## config.mk

```make
export PLATFORM = sky130hd
export DESIGN_NAME = mode_delay_timer
export DESIGN_NICKNAME = d
export VERILOG_FILES = /design/src/rtl/mdt_pkg.sv /design/src/rtl/mdt_preset_limit.sv /design/src/rtl/mdt_tick_counter.sv /design/src/rtl/mdt_contact_stage.sv /design/src/rtl/mode_delay_timer.sv
export SDC_FILE = /design/constraint.sdc
export NUM_CORES = 1
export LEC_CHECK = 0
export ABC_AREA = 1
export CAP_MARGIN = 15
export CORE_ASPECT_RATIO = 0.6
export CORE_MARGIN = 1.5
export CORE_UTILIZATION = 54
export DETAILED_ROUTE_END_ITERATION = 10
export GPL_TIMING_DRIVEN = 0
export PLACE_DENSITY = 0.81
export SYNTH_ARGS = -nofsm -noshare
export SYNTH_HDL_FRONTEND = slang
export SYNTH_SLANG_ARGS = --single-unit
```

## constraint.sdc

```tcl
create_clock -name clk -period 5.5 [get_ports clk]
set_clock_uncertainty 0.05 [all_clocks]
set_input_delay 1.65 -clock clk [delete_from_list [all_inputs] [get_ports clk]]
set_output_delay 1.65 -clock clk [all_outputs]
set_load 0.005 [all_outputs]
```

## src/rtl/mdt_pkg.sv

```systemverilog
package mdt_pkg;
   typedef enum logic [1:0] {
      MD_ON_DELAY  = 2'b00,
      MD_OFF_DELAY = 2'b01,
      MD_CYCLIC    = 2'b10,
      MD_IDLE      = 2'b11
   } mdt_mode_e;
endpackage

```

## src/rtl/mdt_preset_limit.sv

```systemverilog
// Maps a raw preset onto the legal range [1, LIMIT_MAX].
module mdt_preset_limit #(
   parameter int PW        = 14,
   parameter int LIMIT_MAX = 9990
) (
   input  logic [PW-1:0] raw,
   output logic [PW-1:0] eff
);
   localparam logic [PW-1:0] TOP = PW'(LIMIT_MAX);
   localparam logic [PW-1:0] ONE = PW'(1);

   if (LIMIT_MAX < 1) begin : g_bad_min
      $error("mdt_preset_limit: LIMIT_MAX must be at least 1");
   end
   if (LIMIT_MAX >= (1 << PW)) begin : g_bad_width
      $error("mdt_preset_limit: LIMIT_MAX does not fit in PW bits");
   end

   always_comb begin
      if (raw == '0)
         eff = ONE;
      else if (raw > TOP)
         eff = TOP;
      else
         eff = raw;
   end
endmodule

```

## src/rtl/mdt_tick_counter.sv

```systemverilog
// Tick accumulator and cyclic phase state.
module mdt_tick_counter
   import mdt_pkg::*;
#(
   parameter int PW        = 14,
   parameter int LIMIT_MAX = 9990
) (
   input  logic          clk,
   input  logic          rst_n,
   input  logic          tick,
   input  logic          en,
   input  mdt_mode_e     mode,
   input  logic [PW-1:0] lim_a,
   input  logic [PW-1:0] lim_b,
   output logic          reached_a,
   output logic          phase_on
);
   localparam int CW = PW + 1;

   logic [PW-1:0] cnt;
   logic          phase;
   mdt_mode_e     mode_q;
   logic [CW-1:0] nxt;
   logic [CW-1:0] phase_lim;
   logic          restart;

   assign nxt       = {1'b0, cnt} + CW'(1);
   assign phase_lim = phase ? {1'b0, lim_b} : {1'b0, lim_a};
   assign restart   = !en || (mode != mode_q) || (mode == MD_IDLE);

   always_ff @(posedge clk) begin
      if (!rst_n) begin
         cnt    <= '0;
         phase  <= 1'b0;
         mode_q <= MD_ON_DELAY;
      end else begin
         mode_q <= mode;
         if (restart) begin
            cnt   <= '0;
            phase <= 1'b0;
         end else if (tick) begin
            unique case (mode)
               MD_ON_DELAY, MD_OFF_DELAY: begin
                  if (cnt < lim_a)
                     cnt <= nxt[PW-1:0];
               end
               MD_CYCLIC: begin
                  if (nxt >= phase_lim) begin
                     cnt   <= '0;
                     phase <= !phase;
                  end else begin
                     cnt <= nxt[PW-1:0];
                  end
               end
               default: cnt <= '0;
            endcase
         end
      end
   end

   assign reached_a = (cnt >= lim_a);
   assign phase_on  = phase;

   // no tick, no change of the accumulated count
   a_r8_hold_without_tick: assert property (@(posedge clk) disable iff (!rst_n)
      (!tick && en && $stable(mode)) |=> $stable(cnt));
   // a released enable leaves nothing accumulated
   a_r3_release_clears: assert property (@(posedge clk) disable iff (!rst_n)
      !en |=> (cnt == '0 && !phase));
   // a mode switch restarts timing
   a_r10_switch_clears: assert property (@(posedge clk) disable iff (!rst_n)
      !$stable(mode) |=> (cnt == '0));
   // the count never passes the clamp limit
   a_r6_count_bounded: assert property (@(posedge clk) disable iff (!rst_n)
      cnt <= PW'(LIMIT_MAX));
endmodule

```

## src/rtl/mdt_contact_stage.sv

```systemverilog
// Contact and chain decode, optionally registered.
module mdt_contact_stage
   import mdt_pkg::*;
#(
   parameter bit REG_OUT = 1'b0
) (
   input  logic      clk,
   input  logic      rst_n,
   input  mdt_mode_e mode,
   input  logic      en,
   input  logic      reached_a,
   input  logic      phase_on,
   output logic      contact,
   output logic      chain
);
   logic c_d;
   logic k_d;

   always_comb begin
      c_d = 1'b0;
      k_d = 1'b0;
      unique case (mode)
         MD_ON_DELAY: begin
            c_d = en && reached_a;
            k_d = en && reached_a;
         end
         MD_OFF_DELAY: begin
            c_d = en && !reached_a;
            k_d = en && reached_a;
         end
         MD_CYCLIC: begin
            c_d = en && phase_on;
            k_d = en && phase_on;
         end
         default: begin
            c_d = 1'b0;
            k_d = 1'b0;
         end
      endcase
   end

   if (REG_OUT) begin : g_reg
      logic c_q;
      logic k_q;
      always_ff @(posedge clk) begin
         if (!rst_n) begin
            c_q <= 1'b0;
            k_q <= 1'b0;
         end else begin
            c_q <= c_d;
            k_q <= k_d;
         end
      end
      assign contact = c_q;
      assign chain   = k_q;
   end else begin : g_comb
      assign contact = c_d;
      assign chain   = k_d;
   end
endmodule

```

## src/rtl/mode_delay_timer.sv

```systemverilog
module mode_delay_timer
   import mdt_pkg::*;
#(
   parameter int PW         = 14,
   parameter int PRESET_MAX = 9990,
   parameter bit REG_OUT    = 1'b0
) (
   input  logic          clk,
   input  logic          rst_n,
   input  logic          tick,
   input  logic [1:0]    mode,
   input  logic [PW-1:0] delay_a,
   input  logic [PW-1:0] delay_b,
   input  logic          enable_in,
   output logic          contact_out,
   output logic          chain_done
);
   localparam int NPRE = 2;

   if (PW < 2) begin : g_bad_pw
      $error("mode_delay_timer: PW must be at least 2");
   end

   mdt_mode_e     mode_e;
   logic [PW-1:0] raw_pre [NPRE];
   logic [PW-1:0] eff_pre [NPRE];
   logic          reached_a;
   logic          phase_on;

   assign mode_e     = mdt_mode_e'(mode);
   assign raw_pre[0] = delay_a;
   assign raw_pre[1] = delay_b;

   for (genvar i = 0; i < NPRE; i++) begin : g_lim
      mdt_preset_limit #(.PW(PW), .LIMIT_MAX(PRESET_MAX)) u_lim (
         .raw (raw_pre[i]),
         .eff (eff_pre[i])
      );
   end

   mdt_tick_counter #(.PW(PW), .LIMIT_MAX(PRESET_MAX)) u_cnt (
      .clk       (clk),
      .rst_n     (rst_n),
      .tick      (tick),
      .en        (enable_in),
      .mode      (mode_e),
      .lim_a     (eff_pre[0]),
      .lim_b     (eff_pre[1]),
      .reached_a (reached_a),
      .phase_on  (phase_on)
   );

   mdt_contact_stage #(.REG_OUT(REG_OUT)) u_out (
      .clk       (clk),
      .rst_n     (rst_n),
      .mode      (mode_e),
      .en        (enable_in),
      .reached_a (reached_a),
      .phase_on  (phase_on),
      .contact   (contact_out),
      .chain     (chain_done)
   );

   if (!REG_OUT) begin : g_port_checks
      // nothing is driven while enable is low
      a_r7_dark_when_disabled: assert property (@(posedge clk) disable iff (!rst_n)
         !enable_in |-> (!contact_out && !chain_done));
      // off-delay contact closes together with enable
      a_r4_off_delay_immediate: assert property (@(posedge clk) disable iff (!rst_n)
         (mode == 2'b01 && $rose(enable_in)) |-> contact_out);
      // an on-delay contact only closes after a counted tick
      a_r2_close_after_tick: assert property (@(posedge clk) disable iff (!rst_n)
         (mode == 2'b00 && $stable(mode) && $stable(delay_a) && $rose(contact_out))
            |-> $past(tick));
      // idle code keeps both outputs low
      a_r9_idle_silent: assert property (@(posedge clk) disable iff (!rst_n)
         (mode == 2'b11) |-> (!contact_out && !chain_done));
   end
endmodule

```

==> results of run 1 <==
==> cells in the mapped netlist, drive strengths merged <==
cell type  instances
ha                29
clkinv             1
a21oi             26
nor3               4
and2               1
o21bai             3
a21o               2
nand3             23
o21ai             26
dfxtp             17
o221ai             1
nand4              3
inv               42
buf                4
nand2             88
o31ai              3
xnor2              4
clkbuf             4
nor4               3
nand3b             2
a31oi              2
xor2               9
nor2              43
and3               1
==> power by group <==
part / switching [W] / total (W) / internal, W
combinational: 0.0000642 / 0.000120 / 0.0000561
sequential: 0.00000249 / 0.000128 / 0.000125
clock: 0.0000450 / 0.0000965 / 0.0000516
==> layer usage <==
metal	up-vias	share of wire (%)	global-route usage, %
met5	-	0	0
met4	0	0.68	5.00
met3	6	8.9	6.46
met2	134	45	49.7
met1	1140	46	43.9
li1	1247	-	-
==> repair_timing <==
item	in CTS	in global routing
gates resized for setup	59	37
setup endpoints to repair	2	15
endpoints found under the hold margin	0	0
pin swaps	19	15
buffers inserted	20	3
==> stage by stage <==
stage | total power [W] | worst slack (ns) | instance area [um2] | std cells | utilization, %
floorplan | 0.000180 | 0.513 | 2090 | 341 | -
global placement | 0.000220 | -0.863 | 2490 | 422 | 67.6
global route | 0.000361 | -0.0916 | 2900 | 449 | 78.7
detailed placement | 0.000223 | -0.936 | 2490 | 422 | 67.6
finish | 0.000344 | 0.0382 | 2900 | 449 | 78.7
CTS | 0.000333 | 0.0363 | 2790 | 446 | 75.8
==> path summary, 6_finish.rpt <==
path                                endpoint  depth (start not counted)
worst max-delay path             contact_out                         13
worst min-delay path            u_cnt.cnt[0]                          2
worst max register to register  u_cnt.cnt[8]                         24
worst min register to register  u_cnt.cnt[0]                          2
==> kinds of logic after synthesis <==
group / share of synthesized area (%)
XOR/XNOR: 5.45
buffers and inverters: 9.71
flip-flops: 16.3
adder cells (fa/ha/maj): 17.4
AND/OR/NAND/NOR: 34.1
AO/OA/AOI/OAI: 17.1
==> flip-flops by register name, summed over array words and instances, names as in the netlist <==
name,cells
u_cnt.cnt,14
u_cnt.phase_on,1
u_cnt.mode_q,2
==> final cells by class <==
cell class	instances	area [um2]	share of cell area [%]
timing repair buffer	57	509	17.6
tap	47	58.8	2.03
buffer	8	43.8	1.51
multi-input combinational	273	1730	59.9
clock buffer	4	45.0	1.56
inverter	43	164	5.66
sequential	17	340	11.8
==> worst max-delay path, stage by stage <==
cell and delay (ns):
clkdlybuf4s50_1 0.49, nor4_1 0.35, nand4_1 0.22, nand2_1 0.14, ha_1 0.17, o21bai_1 0.08, nand2_1 0.07, nand3_1 0.08
nand2_2 0.09, nand3_2 0.10, nand2_2 0.09, o221ai_2 0.08, buf_2 0.13
==> results.cfg, run 1 <==
[global_routing]
globalRouteTotalUtil_pct = 31.0
antenna_found_initial = 0
grt_max_degree = 11
grt_pass1_vias = 2218
grt_pass1_wl_mm = 10.4
grt_overflow = 0

[cells_and_area]
drive_gt1_share_pct = 21.4
n_antenna_cell = 0
areaGrowthSynthToFinish_pct = 38.6
nFillCells = 282
final_common_cell = nand2_1
layout.nets = 466
final_cell_mix = nand2_1, inv_1, nor2_1, ha_1

[clock_network]
clockBufferDepth = 2
cts_hold_buf = 0
clkSinkCount = 17
cts_buffers = 3
cts-root-buf = clkbuf_8
cts_tree = built
clkLatencyLatePin_ns = 0.26
path_clk_slew_ns = 0.07
htreeDepth = 1

[floorplanning]
io_pins = 36
core-area_um2 = 3680
die_w_um = 83.3
fp.dieH_um = 51.2
fp.dieArea_um2 = 4260
start_util_pct = 56.7
rows = 17

[route]
via_per_inst = 5.63
first_pass_iters = 5
post_drt_wl_per_cell_um = 15.0
num_vias = 2527
remaining_drc_errors = 0
wirelength_mm = 6.76
ant_nets = 0
drt_iter0_markers = 192

[timing]
relSlewSlack_pct = 64.9
setup-tns-final_ns = 0
fin_crit_sh_pct = 99.3
clock.fmax_mhz = 183
worst_pin_slew_ns = 0.526
maxSlewViolCount = 0
timing.hold.ws_ns = 0.512
rsz0062_at_grt = yes
fin_crit_ns = 5.46
setup_viol = 0
hold_viol = 0

[yosys]
yosysWarnings = 0
yosys_register_bits = 17
netlist.area_leader.share_pct = 17.4
yosysSeqAreaShare_pct = 16.3
synth.distinct_cells = 33
synth_nets = 404
yosysTopAreaCell = ha_1
synth_area_leaders = ha_1, dfxtp_1, nand2_1
synth_area_um2 = 2090
synth_cells = 341
syn-mean-instance-area_um2 = 6.12

[setup_path]
cp_data_required_time_ns = 3.80
critPathLaunch = delay_a[13]
r2r_start = u_cnt.cnt[8]
cp.arrival_ns = 3.76
crit_fanout = 3
endpoint_kind = output port
crit_path_start_kind = input port
regToRegSetupSlack_ns = 2.02
crit_type = in2out

[worst_hold_path]
hp-class = reg2reg
hold_start = u_cnt.cnt[0]

[power_and_ir_drop]
vdd_drop_max_mv = 0.113
p_leak_nw = 1.39
power_per_cell_area_nw_per_um2 = 119

[placed_design]
gp_congestion = 0.950
dpl.hpwl_mm = 4.69
portBuffers = 34

[outcome]
status = finished, final reports clean

[flow_run]
drv_cap = 0
Power figures use the tool's default switching activity.
==> inputs of run 2 (changes only) <==
SKIP_CTS_REPAIR_TIMING = 1   (was not set)
clock period = 5.4 ns   (was 5.5 ns; I/O delays follow)
==> results.cfg, run 2 (synthesis gave the netlist of run 1 again) <==
[setup_path]
cpMostUsedCell = nand2_2
crit_type = in2out
worstPathCellList = clkdlybuf4s50_1 > nand2_2 > inv_4 > buf_12 > nor2_2 > ha_1 > nand2_1 > nor2_2 > nand2_1 > nand3_2 > nand2_2 > nand3_2 > nand2_2 > o221ai_2 > buf_2
critical-path-max-stage-delay_ns = 0.61
endpoint_kind = output port
cp_top_family = buffers and inverters
critical_path_buf_inv_count = 4
crit_path_start_kind = input port
crit_fanout = 4
regToRegSetupSlack_ns = 2.36
critPathSlowestCell = clkdlybuf4s50_1
cp_data_required_time_ns = 3.73
cp.arrival_ns = 3.78

[floorplanning]
fp.dieH_um = 51.2
fp.dieArea_um2 = 4260
io_pins = 36
start_util_pct = 56.7
core-area_um2 = 3680
rows = 17
die_w_um = 83.3

[global_routing]
grt_max_degree = 11
grt_overflow = 0
grt_pass1_vias = 1902
globalRouteTotalUtil_pct = 26.7
antenna_found_initial = 0
grt_pass1_wl_mm = 8.97

[clock_network]
cts_buffers = 3
clkSinkCount = 17
htreeDepth = 1
clkLatencyLatePin_ns = 0.26
path_clk_slew_ns = 0.07
cts_tree = built
cts-root-buf = clkbuf_8
clockBufferDepth = 2

[route]
first_pass_iters = 5
remaining_drc_errors = 0
num_vias = 2447
wirelength_mm = 6.35
post_drt_wl_per_cell_um = 14.6
ant_nets = 0
via_per_inst = 5.64
drt_iter0_markers = 183

[cells_and_area]
finalInstanceArea_um2 = 2760
areaGrowthSynthToFinish_pct = 32.3
n_antenna_cell = 0
final_common_cell = nand2_1
nFillCells = 311
top_register = u_cnt.cnt
largest_reg_flops = 14
final_util_pct = 75.1
drive_gt1_share_pct = 16.0
final_cell_mix = nand2_1, inv_1, nor2_1, ha_1
layout.nets = 451

[timing]
timing.hold.ws_ns = 0.509
fin_ws_ns = -0.0535
hold_viol = 0
setup-tns-final_ns = -0.0535
rsz0062_at_grt = yes
worst_pin_slew_ns = 0.500
clock.fmax_mhz = 183
maxSlewViolCount = 0
fin_crit_sh_pct = 101
fin_crit_ns = 5.45
setup_viol = 1
relSlewSlack_pct = 66.7

[placed_design]
place_area_um2 = 2490
gp_congestion = 0.950
portBuffers = 34
dp_slack_ns = -0.976
dpl.hpwl_mm = 4.69

[outcome]
status = complete, but fails checks
violations = setup timing

[flow_run]
drv_cap = 0

[worst_hold_path]
hp-class = reg2reg

[power_and_ir_drop]
power_per_cell_area_nw_per_um2 = 125
p_leak_nw = 1.39
vdd_drop_max_mv = 0.113
-- run 2: area by class of cell --
class | count | area (um2) | area share (%)
repair buffers | 41 | 413 | 14.9
flip-flops and latches | 17 | 340 | 12.3
inverters | 43 | 164 | 5.93
well taps | 47 | 58.8 | 2.13
clock buffers | 4 | 45.0 | 1.63
plain buffers | 8 | 41.3 | 1.49
multi-input cells | 274 | 1700 | 61.5
-- run 2: report_power, final --
part	switching [W]	internal [W]	total [W]
Sequential	0.00000242	0.000127	0.000130
Clock	0.0000469	0.0000526	0.0000995
Combinational	0.0000624	0.0000529	0.000115
-- run 2: metal layers --
metal / share of wire (%) / global-route usage, % / vias to the layer above
li1: - / - / 1222
met1: 45 / 40.9 / 1106
met2: 44 / 39.7 / 104
met3: 9.7 / 4.52 / 15
met4: 1.3 / 3.33 / 0
met5: 0 / 0 / -
-- run 2: worst min-delay path, delay by kind of cell, from the launching register on --
kind / cells / cell delay [ns]
flops: 1 / 0.37
simple gates: 1 / 0.09
compound gates: 1 / 0.06
-- run 2: path summary, 6_finish.rpt --
kind                                   start           end  depth (start not counted)
worst max-delay path             delay_a[13]   contact_out                         15
worst min-delay path            u_cnt.cnt[0]  u_cnt.cnt[0]                          2
worst max register to register  u_cnt.cnt[0]  u_cnt.cnt[8]                         17
worst min register to register  u_cnt.cnt[0]  u_cnt.cnt[0]                          2
-- run 2: stage by stage --
step           total power [W]  instances
2_1_floorplan         0.000183        341
3_3_place_gp          0.000225        422
3_5_place_dp          0.000227        422
4_1_cts               0.000326        426
5_1_grt               0.000361        434
6_report              0.000345        434
==> inputs of run 3 (changes only) <==
CORE_UTILIZATION = 58   (was 54)
PLACE_DENSITY = 0.86   (was 0.81)
clock period = 6.74 ns   (was 5.4 ns; I/O delays follow)
==> results.cfg, run 3 (synthesis gave the netlist of run 1 again) <==
[outcome]
status = finished, final reports clean

[timing]
fin_crit_ns = 6.60
maxSlewViolCount = 0
worst_pin_slew_ns = 0.435
relSlewSlack_pct = 70.7
hold_viol = 0
clock.fmax_mhz = 151
setup_viol = 0
setup-tns-final_ns = 0
fin_crit_sh_pct = 98.0

[cells_and_area]
final_cell_mix = nand2_1, inv_1, nor2_1, clkdlybuf4s50_1, ha_1
multi_input_comb_area_um2 = 1600
n_antenna_cell = 0
finalInstanceArea_um2 = 2600
nFillCells = 281
layout.nets = 445
drive_gt1_share_pct = 7.87
largest_reg_flops = 14
areaGrowthSynthToFinish_pct = 24.4
final_common_cell = nand2_1
top_register = u_cnt.cnt
area.sequential_um2 = 340

[placed_design]
place_area_um2 = 2480
portBuffers = 34
dpl.hpwl_mm = 4.84
gp_congestion = 0.922

[floorplanning]
fp.dieH_um = 49.5
die_w_um = 80.5
core-area_um2 = 3340
rows = 16
io_pins = 36
fp.dieArea_um2 = 3980
start_util_pct = 62.5

[global_routing]
met2_usage_pct = 43.1
grt_overflow = 0
grt_pass1_wl_mm = 9.12
globalRouteTotalUtil_pct = 29.9
grt_pass1_vias = 1945
use_met3_pct = 5.74
grtUsageMet1_pct = 46.5
antenna_found_initial = 0
grt_busiest_layer = met1
grt_max_degree = 11

[clock_network]
htreeDepth = 1
cts_buffers = 3
cts_tree = built
path_clk_slew_ns = 0.07
clockBufferDepth = 2
cts-root-buf = clkbuf_8
clkLatencyLatePin_ns = 0.26
clkSinkCount = 17

[route]
via_per_inst = 5.54
wirelength_mm = 5.88
num_vias = 2360
remaining_drc_errors = 0
ant_nets = 0
drt_iter0_markers = 314
first_pass_iters = 5
post_drt_wl_per_cell_um = 13.8

[power_and_ir_drop]
vdd_drop_max_mv = 0.0703
p_total_w = 0.000265
power_per_cell_area_nw_per_um2 = 102
p_leak_nw = 1.27

[worst_hold_path]
hp-class = reg2reg

[flow_run]
drv_cap = 0

[setup_path]
crit_fanout = 3
crit_type = in2out
cp_data_required_time_ns = 4.67
endpoint_kind = output port
crit_path_start_kind = input port
cp.arrival_ns = 4.53
==> run 3: cell types whose count changed in the layout (fill, tap and decap cells not counted), moves of 3 or more <==
cell and change:
clkdlybuf4s50_1 +13, dlymetal6s2s_1 -7, nand2_1 +6, nor2_1 +6
nand2_2 -5, buf_6 -4, buf_4 -3, inv_1 +3
nor2_2 -3, nor2_4 -3
==> run 3: final timing paths <==
path,slack [ns],startpoint,cells after the start,end
worst max-delay path,0.14,delay_a[6],18,contact_out
worst min-delay path,0.55,u_cnt.cnt[0],2,u_cnt.cnt[0]
worst max register to register,3.64,u_cnt.cnt[0],16,u_cnt.cnt[8]
worst min register to register,0.55,u_cnt.cnt[0],2,u_cnt.cnt[0]
==> run 3: layer usage <==
layer	wire length (um)	part of all wire (%)
met5	0	0
met4	50	0.85
met3	410	7.0
met2	2520	43
met1	2900	49
==> run 3: through the flow <==
step	worst slack, ns	instances	hold WS, ns	util, %
floorplan	1.01	341	0.447	-
global placement	-0.393	420	0.479	74.3
detailed placement	-0.458	420	0.525	74.3
CTS	-0.467	424	0.535	75.7
global route	-0.0298	426	0.580	77.7
finish	0.137	426	0.550	77.7
==> run 3: cell type report <==
type	count	area share, %
tap	45	2.17
inverter	43	6.21
timing repair buffer	36	13.6
clock buffer	4	1.73
multi-input combinational	273	61.6
sequential	17	13.1
buffer	8	1.59
==> run 3: report_power, final <==
part           total [W]  switching [W]  internal [W]
Clock          0.0000800      0.0000380     0.0000420
Combinational  0.0000811      0.0000432     0.0000379
Sequential      0.000104     0.00000196      0.000102
Total           0.000265      0.0000832      0.000182
==> run 3: critical path, stage by stage <==
cell and delay, ns:
clkdlybuf4s50_1 0.42, inv_1 0.06, nand2_1 0.06, nor2_2 0.13, nand2_1 0.07, nor2_2 0.12, o21ai_1 0.08, nand2_2 0.11
buf_4 0.12, nand2_1 0.09, ha_4 0.29, nand4_1 0.19, nor2_2 0.18, nand3b_1 0.10, nand3_2 0.11, nand2_1 0.10
o221ai_2 0.14, clkbuf_2 0.14
